<file path="src/rtl/vci_pkg.sv">
package vci_pkg;
  localparam int unsigned BYTE_W  = 8;
  localparam int unsigned NUM_IN  = 3;
  localparam int unsigned IDX_W   = $clog2(BYTE_W);

  // status bit positions
  localparam int unsigned ST_COMPOSITE = 7;
  localparam int unsigned ST_EXTSYNC   = 6;
  localparam int unsigned ST_NEGPOL    = 5;
  localparam int unsigned ST_PWRDN     = 4;
  localparam int unsigned ST_BYPASS    = 3;
  localparam int unsigned ST_CLAMP1    = 2; // input k at ST_CLAMP1-k

  localparam logic [BYTE_W-1:0] OP_SRST  = 8'h10;
  localparam logic [BYTE_W-1:0] OP_RD_ST = 8'h11;
  localparam logic [BYTE_W-1:0] OP_LD_FR = 8'h12;
  localparam logic [BYTE_W-1:0] OP_RD_FR = 8'h13;
  localparam logic [BYTE_W-1:0] OP_IN_A  = 8'h14;
  localparam logic [BYTE_W-1:0] OP_IN_B  = 8'h15;
  localparam logic [BYTE_W-1:0] OP_IN_C  = 8'h16;
  localparam logic [BYTE_W-1:0] OP_RD_CH = 8'h17;

  typedef enum logic [1:0] {
    RSEL_STATUS = 2'd0,
    RSEL_FREQ   = 2'd1,
    RSEL_CHAN   = 2'd2
  } rsel_e;

  typedef struct packed {
    logic             st_wr;
    logic [IDX_W-1:0] st_idx;
    logic             st_val;
    logic             st_rst;
    logic             arm_freq;
    logic             ch_wr;
    logic [1:0]       ch_val;
    logic             rd_req;
    rsel_e            rd_sel;
  } cmd_t;
endpackage

</file>
<file path="src/rtl/vci_cmd_decode.sv">
module vci_cmd_decode
  import vci_pkg::*;
(
  input  logic [BYTE_W-1:0] op_i,
  output cmd_t              cmd_o
);
  always_comb begin
    cmd_o        = '0;
    cmd_o.rd_sel = RSEL_STATUS;
    if (op_i[7:4] == 4'h0) begin
      cmd_o.st_wr  = 1'b1;
      cmd_o.st_val = op_i[0];
      unique case (op_i[3:1])
        3'd0: begin
          cmd_o.st_idx = IDX_W'(ST_PWRDN);
          cmd_o.st_val = ~op_i[0]; // 00h powers down
        end
        3'd1: cmd_o.st_idx = IDX_W'(ST_CLAMP1);
        3'd2: cmd_o.st_idx = IDX_W'(ST_CLAMP1 - 1);
        3'd3: cmd_o.st_idx = IDX_W'(ST_CLAMP1 - 2);
        3'd4: cmd_o.st_idx = IDX_W'(ST_COMPOSITE);
        3'd5: cmd_o.st_idx = IDX_W'(ST_EXTSYNC);
        3'd6: cmd_o.st_idx = IDX_W'(ST_NEGPOL);
        default: cmd_o.st_idx = IDX_W'(ST_BYPASS);
      endcase
    end else begin
      unique case (op_i)
        OP_SRST:  cmd_o.st_rst   = 1'b1;
        OP_LD_FR: cmd_o.arm_freq = 1'b1;
        OP_IN_A: begin cmd_o.ch_wr = 1'b1; cmd_o.ch_val = 2'b00; end
        OP_IN_B: begin cmd_o.ch_wr = 1'b1; cmd_o.ch_val = 2'b01; end
        OP_IN_C: begin cmd_o.ch_wr = 1'b1; cmd_o.ch_val = 2'b10; end
        OP_RD_ST: begin cmd_o.rd_req = 1'b1; cmd_o.rd_sel = RSEL_STATUS; end
        OP_RD_FR: begin cmd_o.rd_req = 1'b1; cmd_o.rd_sel = RSEL_FREQ; end
        OP_RD_CH: begin cmd_o.rd_req = 1'b1; cmd_o.rd_sel = RSEL_CHAN; end
        default: ; // reserved: accepted, no action
      endcase
    end
  end

  // at most one action per opcode
  always_comb begin
    assert_one_action_R9: assert ($onehot0({cmd_o.st_wr, cmd_o.st_rst, cmd_o.arm_freq,
                                            cmd_o.ch_wr, cmd_o.rd_req}))
      else $error("decoder raised several actions");
  end
endmodule

</file>
<file path="src/rtl/vci_status_reg.sv">
module vci_status_reg
  import vci_pkg::*;
#(
  parameter logic [BYTE_W-1:0] RST_VAL = 8'h03
) (
  input  logic              clk_i,
  input  logic              rst_ni,
  input  logic              upd_i,
  input  logic [IDX_W-1:0]  idx_i,
  input  logic              val_i,
  input  logic              srst_i,
  output logic [BYTE_W-1:0] status_o
);
  for (genvar i = 0; i < BYTE_W; i++) begin : g_bit
    always_ff @(posedge clk_i or negedge rst_ni) begin
      if (!rst_ni)                              status_o[i] <= RST_VAL[i];
      else if (srst_i)                          status_o[i] <= RST_VAL[i];
      else if (upd_i && idx_i == IDX_W'(i))     status_o[i] <= val_i;
    end
  end

  assert_one_bit_R3: assert property (@(posedge clk_i) disable iff (!rst_ni)
    upd_i |=> $countones(status_o ^ $past(status_o)) <= 1);

  assert_srst_val_R4: assert property (@(posedge clk_i) disable iff (!rst_ni)
    srst_i |=> status_o == RST_VAL);

  assert_idle_hold_R9: assert property (@(posedge clk_i) disable iff (!rst_ni)
    (!upd_i && !srst_i) |=> $stable(status_o));
endmodule

</file>
<file path="src/rtl/vci_data_regs.sv">
module vci_data_regs
  import vci_pkg::*;
#(
  parameter logic [BYTE_W-1:0] FREQ_RST = 8'hFF,
  parameter logic [BYTE_W-1:0] CHAN_RST = 8'h00
) (
  input  logic              clk_i,
  input  logic              rst_ni,
  input  logic              cmd_fire_i,
  input  logic              data_fire_i,
  input  logic [BYTE_W-1:0] data_i,
  input  logic              arm_i,
  input  logic              cancel_i,
  input  logic              ch_wr_i,
  input  logic [1:0]        ch_val_i,
  output logic [BYTE_W-1:0] freq_o,
  output logic [BYTE_W-1:0] chan_o
);
  logic pend_q, load;

  assign load = data_fire_i && pend_q && !cancel_i;

  always_ff @(posedge clk_i or negedge rst_ni) begin
    if (!rst_ni)          pend_q <= 1'b0;
    else if (cancel_i)    pend_q <= 1'b0;
    else if (cmd_fire_i)  pend_q <= arm_i;
    else if (data_fire_i) pend_q <= 1'b0;
  end

  always_ff @(posedge clk_i or negedge rst_ni) begin
    if (!rst_ni)   freq_o <= FREQ_RST;
    else if (load) freq_o <= data_i;
  end

  always_ff @(posedge clk_i or negedge rst_ni) begin
    if (!rst_ni)                    chan_o <= CHAN_RST;
    else if (cmd_fire_i && ch_wr_i) chan_o <= {ch_val_i, {(BYTE_W-2){1'b0}}};
  end

  assert_abort_keep_R5: assert property (@(posedge clk_i) disable iff (!rst_ni)
    cancel_i |=> freq_o == $past(freq_o));

  assert_load_only_data_R5: assert property (@(posedge clk_i) disable iff (!rst_ni)
    !data_fire_i |=> $stable(freq_o));

  assert_chan_fmt_R6: assert property (@(posedge clk_i) disable iff (!rst_ni)
    chan_o[BYTE_W-3:0] == '0 && chan_o[BYTE_W-1 -: 2] != 2'b11);
endmodule

</file>
<file path="src/rtl/vci_read_sel.sv">
module vci_read_sel
  import vci_pkg::*;
(
  input  logic              clk_i,
  input  logic              rst_ni,
  input  logic              wstart_i,
  input  logic              req_i,
  input  rsel_e             sel_i,
  input  logic [BYTE_W-1:0] status_i,
  input  logic [BYTE_W-1:0] freq_i,
  input  logic [BYTE_W-1:0] chan_i,
  output logic [BYTE_W-1:0] rd_o
);
  rsel_e sel_q;

  always_ff @(posedge clk_i or negedge rst_ni) begin
    if (!rst_ni)       sel_q <= RSEL_STATUS;
    else if (wstart_i) sel_q <= RSEL_STATUS;
    else if (req_i)    sel_q <= sel_i;
  end

  always_comb begin
    unique case (sel_q)
      RSEL_FREQ: rd_o = freq_i;
      RSEL_CHAN: rd_o = chan_i;
      default:   rd_o = status_i;
    endcase
  end

  assert_wstart_status_R8: assert property (@(posedge clk_i) disable iff (!rst_ni)
    wstart_i |=> rd_o == status_i);
endmodule

</file>
<file path="src/rtl/vid_cmd_interp.sv">
module vid_cmd_interp
  import vci_pkg::*;
#(
  parameter logic [BYTE_W-1:0] STATUS_RST = 8'h03,
  parameter logic [BYTE_W-1:0] FREQ_RST   = 8'hFF,
  parameter logic [BYTE_W-1:0] CHAN_RST   = 8'h00
) (
  input  logic              clk_i,
  input  logic              rst_ni,
  input  logic              byte_valid_i,
  input  logic              byte_first_i,
  input  logic [BYTE_W-1:0] byte_data_i,
  input  logic              abort_i,
  input  logic              wr_start_i,
  output logic              pwr_down_o,
  output logic              bypass_o,
  output logic              ext_sync_o,
  output logic              sync_neg_o,
  output logic              composite_o,
  output logic [NUM_IN-1:0] clamp_hi_o,
  output logic [BYTE_W-1:0] cutoff_o,
  output logic [1:0]        in_sel_o,
  output logic [BYTE_W-1:0] rd_data_o
);
  cmd_t              cmd;
  logic              cmd_fire, data_fire;
  logic [BYTE_W-1:0] status, chan;

  assign cmd_fire  = byte_valid_i && byte_first_i;
  assign data_fire = byte_valid_i && !byte_first_i;

  vci_cmd_decode u_dec (
    .op_i  (byte_data_i),
    .cmd_o (cmd)
  );

  vci_status_reg #(.RST_VAL(STATUS_RST)) u_status (
    .clk_i    (clk_i),
    .rst_ni   (rst_ni),
    .upd_i    (cmd_fire && cmd.st_wr),
    .idx_i    (cmd.st_idx),
    .val_i    (cmd.st_val),
    .srst_i   (cmd_fire && cmd.st_rst),
    .status_o (status)
  );

  vci_data_regs #(.FREQ_RST(FREQ_RST), .CHAN_RST(CHAN_RST)) u_data (
    .clk_i       (clk_i),
    .rst_ni      (rst_ni),
    .cmd_fire_i  (cmd_fire),
    .data_fire_i (data_fire),
    .data_i      (byte_data_i),
    .arm_i       (cmd.arm_freq),
    .cancel_i    (abort_i || wr_start_i),
    .ch_wr_i     (cmd.ch_wr),
    .ch_val_i    (cmd.ch_val),
    .freq_o      (cutoff_o),
    .chan_o      (chan)
  );

  vci_read_sel u_rsel (
    .clk_i    (clk_i),
    .rst_ni   (rst_ni),
    .wstart_i (wr_start_i),
    .req_i    (cmd_fire && cmd.rd_req),
    .sel_i    (cmd.rd_sel),
    .status_i (status),
    .freq_i   (cutoff_o),
    .chan_i   (chan),
    .rd_o     (rd_data_o)
  );

  assign pwr_down_o  = status[ST_PWRDN];
  assign bypass_o    = status[ST_BYPASS];
  assign ext_sync_o  = status[ST_EXTSYNC];
  assign sync_neg_o  = status[ST_NEGPOL];
  assign composite_o = status[ST_COMPOSITE];
  assign in_sel_o    = chan[BYTE_W-1 -: 2];

  for (genvar k = 0; k < NUM_IN; k++) begin : g_clamp
    assign clamp_hi_o[k] = status[ST_CLAMP1-k];
  end

  assert_srst_keeps_R4: assert property (@(posedge clk_i) disable iff (!rst_ni)
    (cmd_fire && byte_data_i == OP_SRST) |=> $stable(cutoff_o) && $stable(in_sel_o));

  assert_reserved_R9: assert property (@(posedge clk_i) disable iff (!rst_ni)
    (cmd_fire && byte_data_i >= 8'h18 && !wr_start_i)
      |=> $stable(cutoff_o) && $stable(in_sel_o) && $stable(rd_data_o) && $stable(pwr_down_o));
endmodule

</file>
<file path="config.mk">
export PLATFORM = sky130hd
export DESIGN_NAME = vid_cmd_interp
export DESIGN_NICKNAME = d
export VERILOG_FILES = /design/src/rtl/vci_pkg.sv /design/src/rtl/vci_cmd_decode.sv /design/src/rtl/vci_status_reg.sv /design/src/rtl/vci_data_regs.sv /design/src/rtl/vci_read_sel.sv /design/src/rtl/vid_cmd_interp.sv
export SDC_FILE = /design/constraint.sdc
export NUM_CORES = 1
export LEC_CHECK = 0
export BUFFER_PORTS_ARGS = -buffer_cell sky130_fd_sc_hd__buf_2
export CAP_MARGIN = 20
export CORE_ASPECT_RATIO = 1.75
export CORE_MARGIN = 10
export CORE_UTILIZATION = 53
export DETAILED_ROUTE_END_ITERATION = 10
export GPL_TIMING_DRIVEN = 0
export PLACE_DENSITY = 0.83
export SLEW_MARGIN = 20
export SYNTH_ARGS = -nofsm -noshare
export SYNTH_HDL_FRONTEND = slang
export SYNTH_SLANG_ARGS = --single-unit
</file>
<file path="constraint.sdc">
create_clock -name clk_i -period 2.5 [get_ports clk_i]
set_clock_uncertainty 0.15 [all_clocks]
set_input_delay 0.125 -clock clk_i [delete_from_list [all_inputs] [get_ports clk_i]]
set_output_delay 0.125 -clock clk_i [all_outputs]
set_load 0.01 [all_outputs]
</file>
==> key figures <==
Status
  • Outcome: finished clean

Timing
  • Max Clock Freq: 425 MHz
  • Endpoints failing setup: 0
  • Worst-margin pin slew: 501 ps
  • Crit path time final: 2360 ps
  • Final WS setup: 145 ps
  • Total negative slack: 0 ps
  • Final number of hold-violating endpoints: 0
  • RSZ-0062 raised after global routing: no
  • Max-slew violations: 0
  • Period utilization: 0.942
  • Max-slew headroom: 0.666

Power
  • Gate power share: 0.134
  • VDD IR max: 408 uV
  • Switching pwr: 154 uW
  • Net Sw Frac: 0.259
  • Power density cells: 380 nW/um^2
  • Leak pwr: 0.000717 uW
  • Clock power share: 0.278
  • Internal power: 442 uW
  • Reg power frac: 0.588

Detailed routing
  • Starting DRT DRC Count: 48
  • Router iterations before antenna repair: 4
  • Detail Route Antenna Nets: 0
  • Vias per cell: 5.91
  • # DRC: 0
  • DR vias: 1217
  • Wire length per cell: 16.9 microns
  • Total wire length: 3.48 mm

Logic synthesis
  • Post-Synthesis Cell Area: 1220 sq um
  • Cell variety after synth: 34
  • Syn Area/Cell: 9.30 sq um
  • Mapped Cells: 131
  • Synth cell count leaders: 24 x nand2_1, 11 x dfrtp_1, 10 x dfstp_2, 10 x o21ai_0
  • Post-synth ARST share: 1.00
  • Post-synth EDFFs: 0
  • Synth area leaders: dfrtp_1 23%, dfstp_2 22%, mux2_2 7.4%, nand2_1 7.4%, mux2i_1 6.6%
  • Sequential area share after synthesis: 0.441
  • #FFs+latches synth: 21
  • Post-synth top area cell: dfrtp_1
  • Post-Syn Nets: 147
  • Yosys top cell area share: 0.226
  • Most common cell in the netlist: nand2_1
  • Most used DFF post-synth: dfrtp_1
  • Synth Warn #: 0

Die
  • Initial Util: 0.568
  • # rows: 22
  • Die height: 83.4 microns
  • Die footprint: 4690 sq um
  • Width of the die: 56.3 microns
  • I/O pins: 40
  • Placeable Area: 2150 sq um

Clock network
  • Clk root buf: clkbuf_4
  • Clock Path Buffers: 2
  • CTS tree: done
  • Postcts setup bufs: 0
  • Clock Pin Slew Worst Setup and Hold Paths: 120 ps
  • Worst skew pair latency: 310 ps
  • H-tree depth: 1
  • Num CTS Buffers: 3
  • # clock sinks: 21

Worst setup path
  • Critical Path Fanout Max: 10
  • R2R Setup Slk: 860 ps
  • Critical Path End Type: flop
  • Critical R2R Launch: u_data.pend_q
  • Critical path data arrival time: 2410 ps
  • Worst setup path class: in2reg
  • Worst EP required: 2560 ps
  • CP startpoint: byte_data_i[6]
  • CP startpoint kind: input port

Place
  • I/O Buffers: 38
  • Pre-CTS setup slack: 699 ps
  • Post-detail-place hpwl: 2.69 mm
  • GPL Wtd Cong: 0.903

Finish
  • N_diodes: 0
  • Nets: 199
  • Area Growth Syn to Fin: 28.9%
  • Fraction of layout cells with a size suffix above 1: 0.352

Hold path
  • Min-delay worst type: in2reg
  • Hold_sp: byte_data_i[4]

Flow run
  • MaxCap Viol Count: 0

GRT
  • Initial antenna violation count: 0
  • Gr ovfl total: 0
  • Vias in the first global route: 1264
  • Largest net degree at the start of global routing: 22
  • Global-route wire length before repair: 6.02 mm
  • Gr usage total: 0.152
-- registers in the layout (all words and copies together), names as in the netlist --
signal / cells
u_data.chan_o: 2
u_data.freq_o: 8
u_data.pend_q: 1
u_rsel.sel_q: 2
u_status.status_o: 8
-- cells by family after synthesis --
group,count (synthesis),synth area share
compound gates,21,0.103
fa+ha+maj,2,0.0205
buf+inv,11,0.0411
flops,21,0.441
mux,16,0.140
simple gates,60,0.255
-- layout by cell type, fill, tap and decap left out, types with 4 or more instances in the layout --
cell	instances
a21oi_1	4
buf_2	39
clkbuf_1	8
dfrtp_1	11
dfstp_2	10
dlygate4sd3_1	9
mux2_2	8
mux2i_1	8
nand2_1	24
nor2_1	7
nor3_1	6
o21ai_0	10
-- power by group through the flow --
| stage | clock, uW | sequential [uW] | combinational [uW] |
|---|---|---|---|
| 2_1_floorplan | 0 | 358 | 31.2 |
| 3_3_place_gp | 0 | 356 | 67.1 |
| 3_5_place_dp | 0 | 356 | 69.0 |
| 4_1_cts | 165 | 350 | 77.9 |
| 5_1_grt | 180 | 352 | 88.1 |
| 6_report | 166 | 351 | 80.0 |
-- path summary, 6_finish.rpt --
path	to	cells past startpoint
max in group asynchronous	u_data.freq_o[6]	2
worst max-delay path	u_rsel.sel_q[0]	8
worst min-delay path	u_data.freq_o[4]	2
worst max register to register	u_data.freq_o[0]	4
min in group asynchronous	u_status.status_o[6]	2
worst min register to register	u_data.chan_o[6]	2
-- worst max-delay path: stages --
cell and delay (ps):
dlygate4sd3_1 540, buf_2 140, nand4bb_1 200, clkbuf_1 270, nor4_4 380, nand2b_1 150
a21oi_1 60, dlygate4sd3_1 550
-- metal layers --
| metal | wire length [microns] | vias to the layer above | GRT usage | share of wire |
|---|---|---|---|---|
| met2 | 1900 | 55 | 0.271 | 0.55 |
| li1 | - | 571 | - | - |
| met3 | 291 | 10 | 0.0427 | 0.084 |
| met1 | 1210 | 581 | 0.158 | 0.35 |
| met5 | 0 | - | 0 | 0 |
| met4 | 80 | 0 | 0.0635 | 0.023 |
-- layout make-up --
type / instances / area (sq um)
Buffer: 9 / 42.5
Clock buffer: 4 / 26.3
Fill cell: 165 / 577
Inverter: 2 / 7.51
Multi-Input combinational cell: 99 / 646
Sequential cell: 21 / 538
Tap cell: 24 / 30.0
Timing Repair Buffer: 47 / 280
-- per-stage QoR --
step / hold slack, ps / cells / instance area (sq um) / utilization / total power, uW
6_report: 39.0 / 206 / 1570 / 0.731 / 597
5_1_grt: 44.8 / 206 / 1570 / 0.731 / 620
4_1_cts: 27.0 / 206 / 1560 / 0.724 / 594
3_5_place_dp: -47.8 / 193 / 1440 / 0.670 / 425
3_3_place_gp: -60.6 / 193 / 1440 / 0.670 / 423
2_1_floorplan: -321 / 131 / 1220 / - / 389
-- timing repair --
item                                    4_1_cts  5_1_grt
hold buffers                                  9        0
hold endpoints to repair                     29        0
gates resized for setup                       0        2
endpoints found under the setup margin        0        1
(Power assumes the default switching activity.)
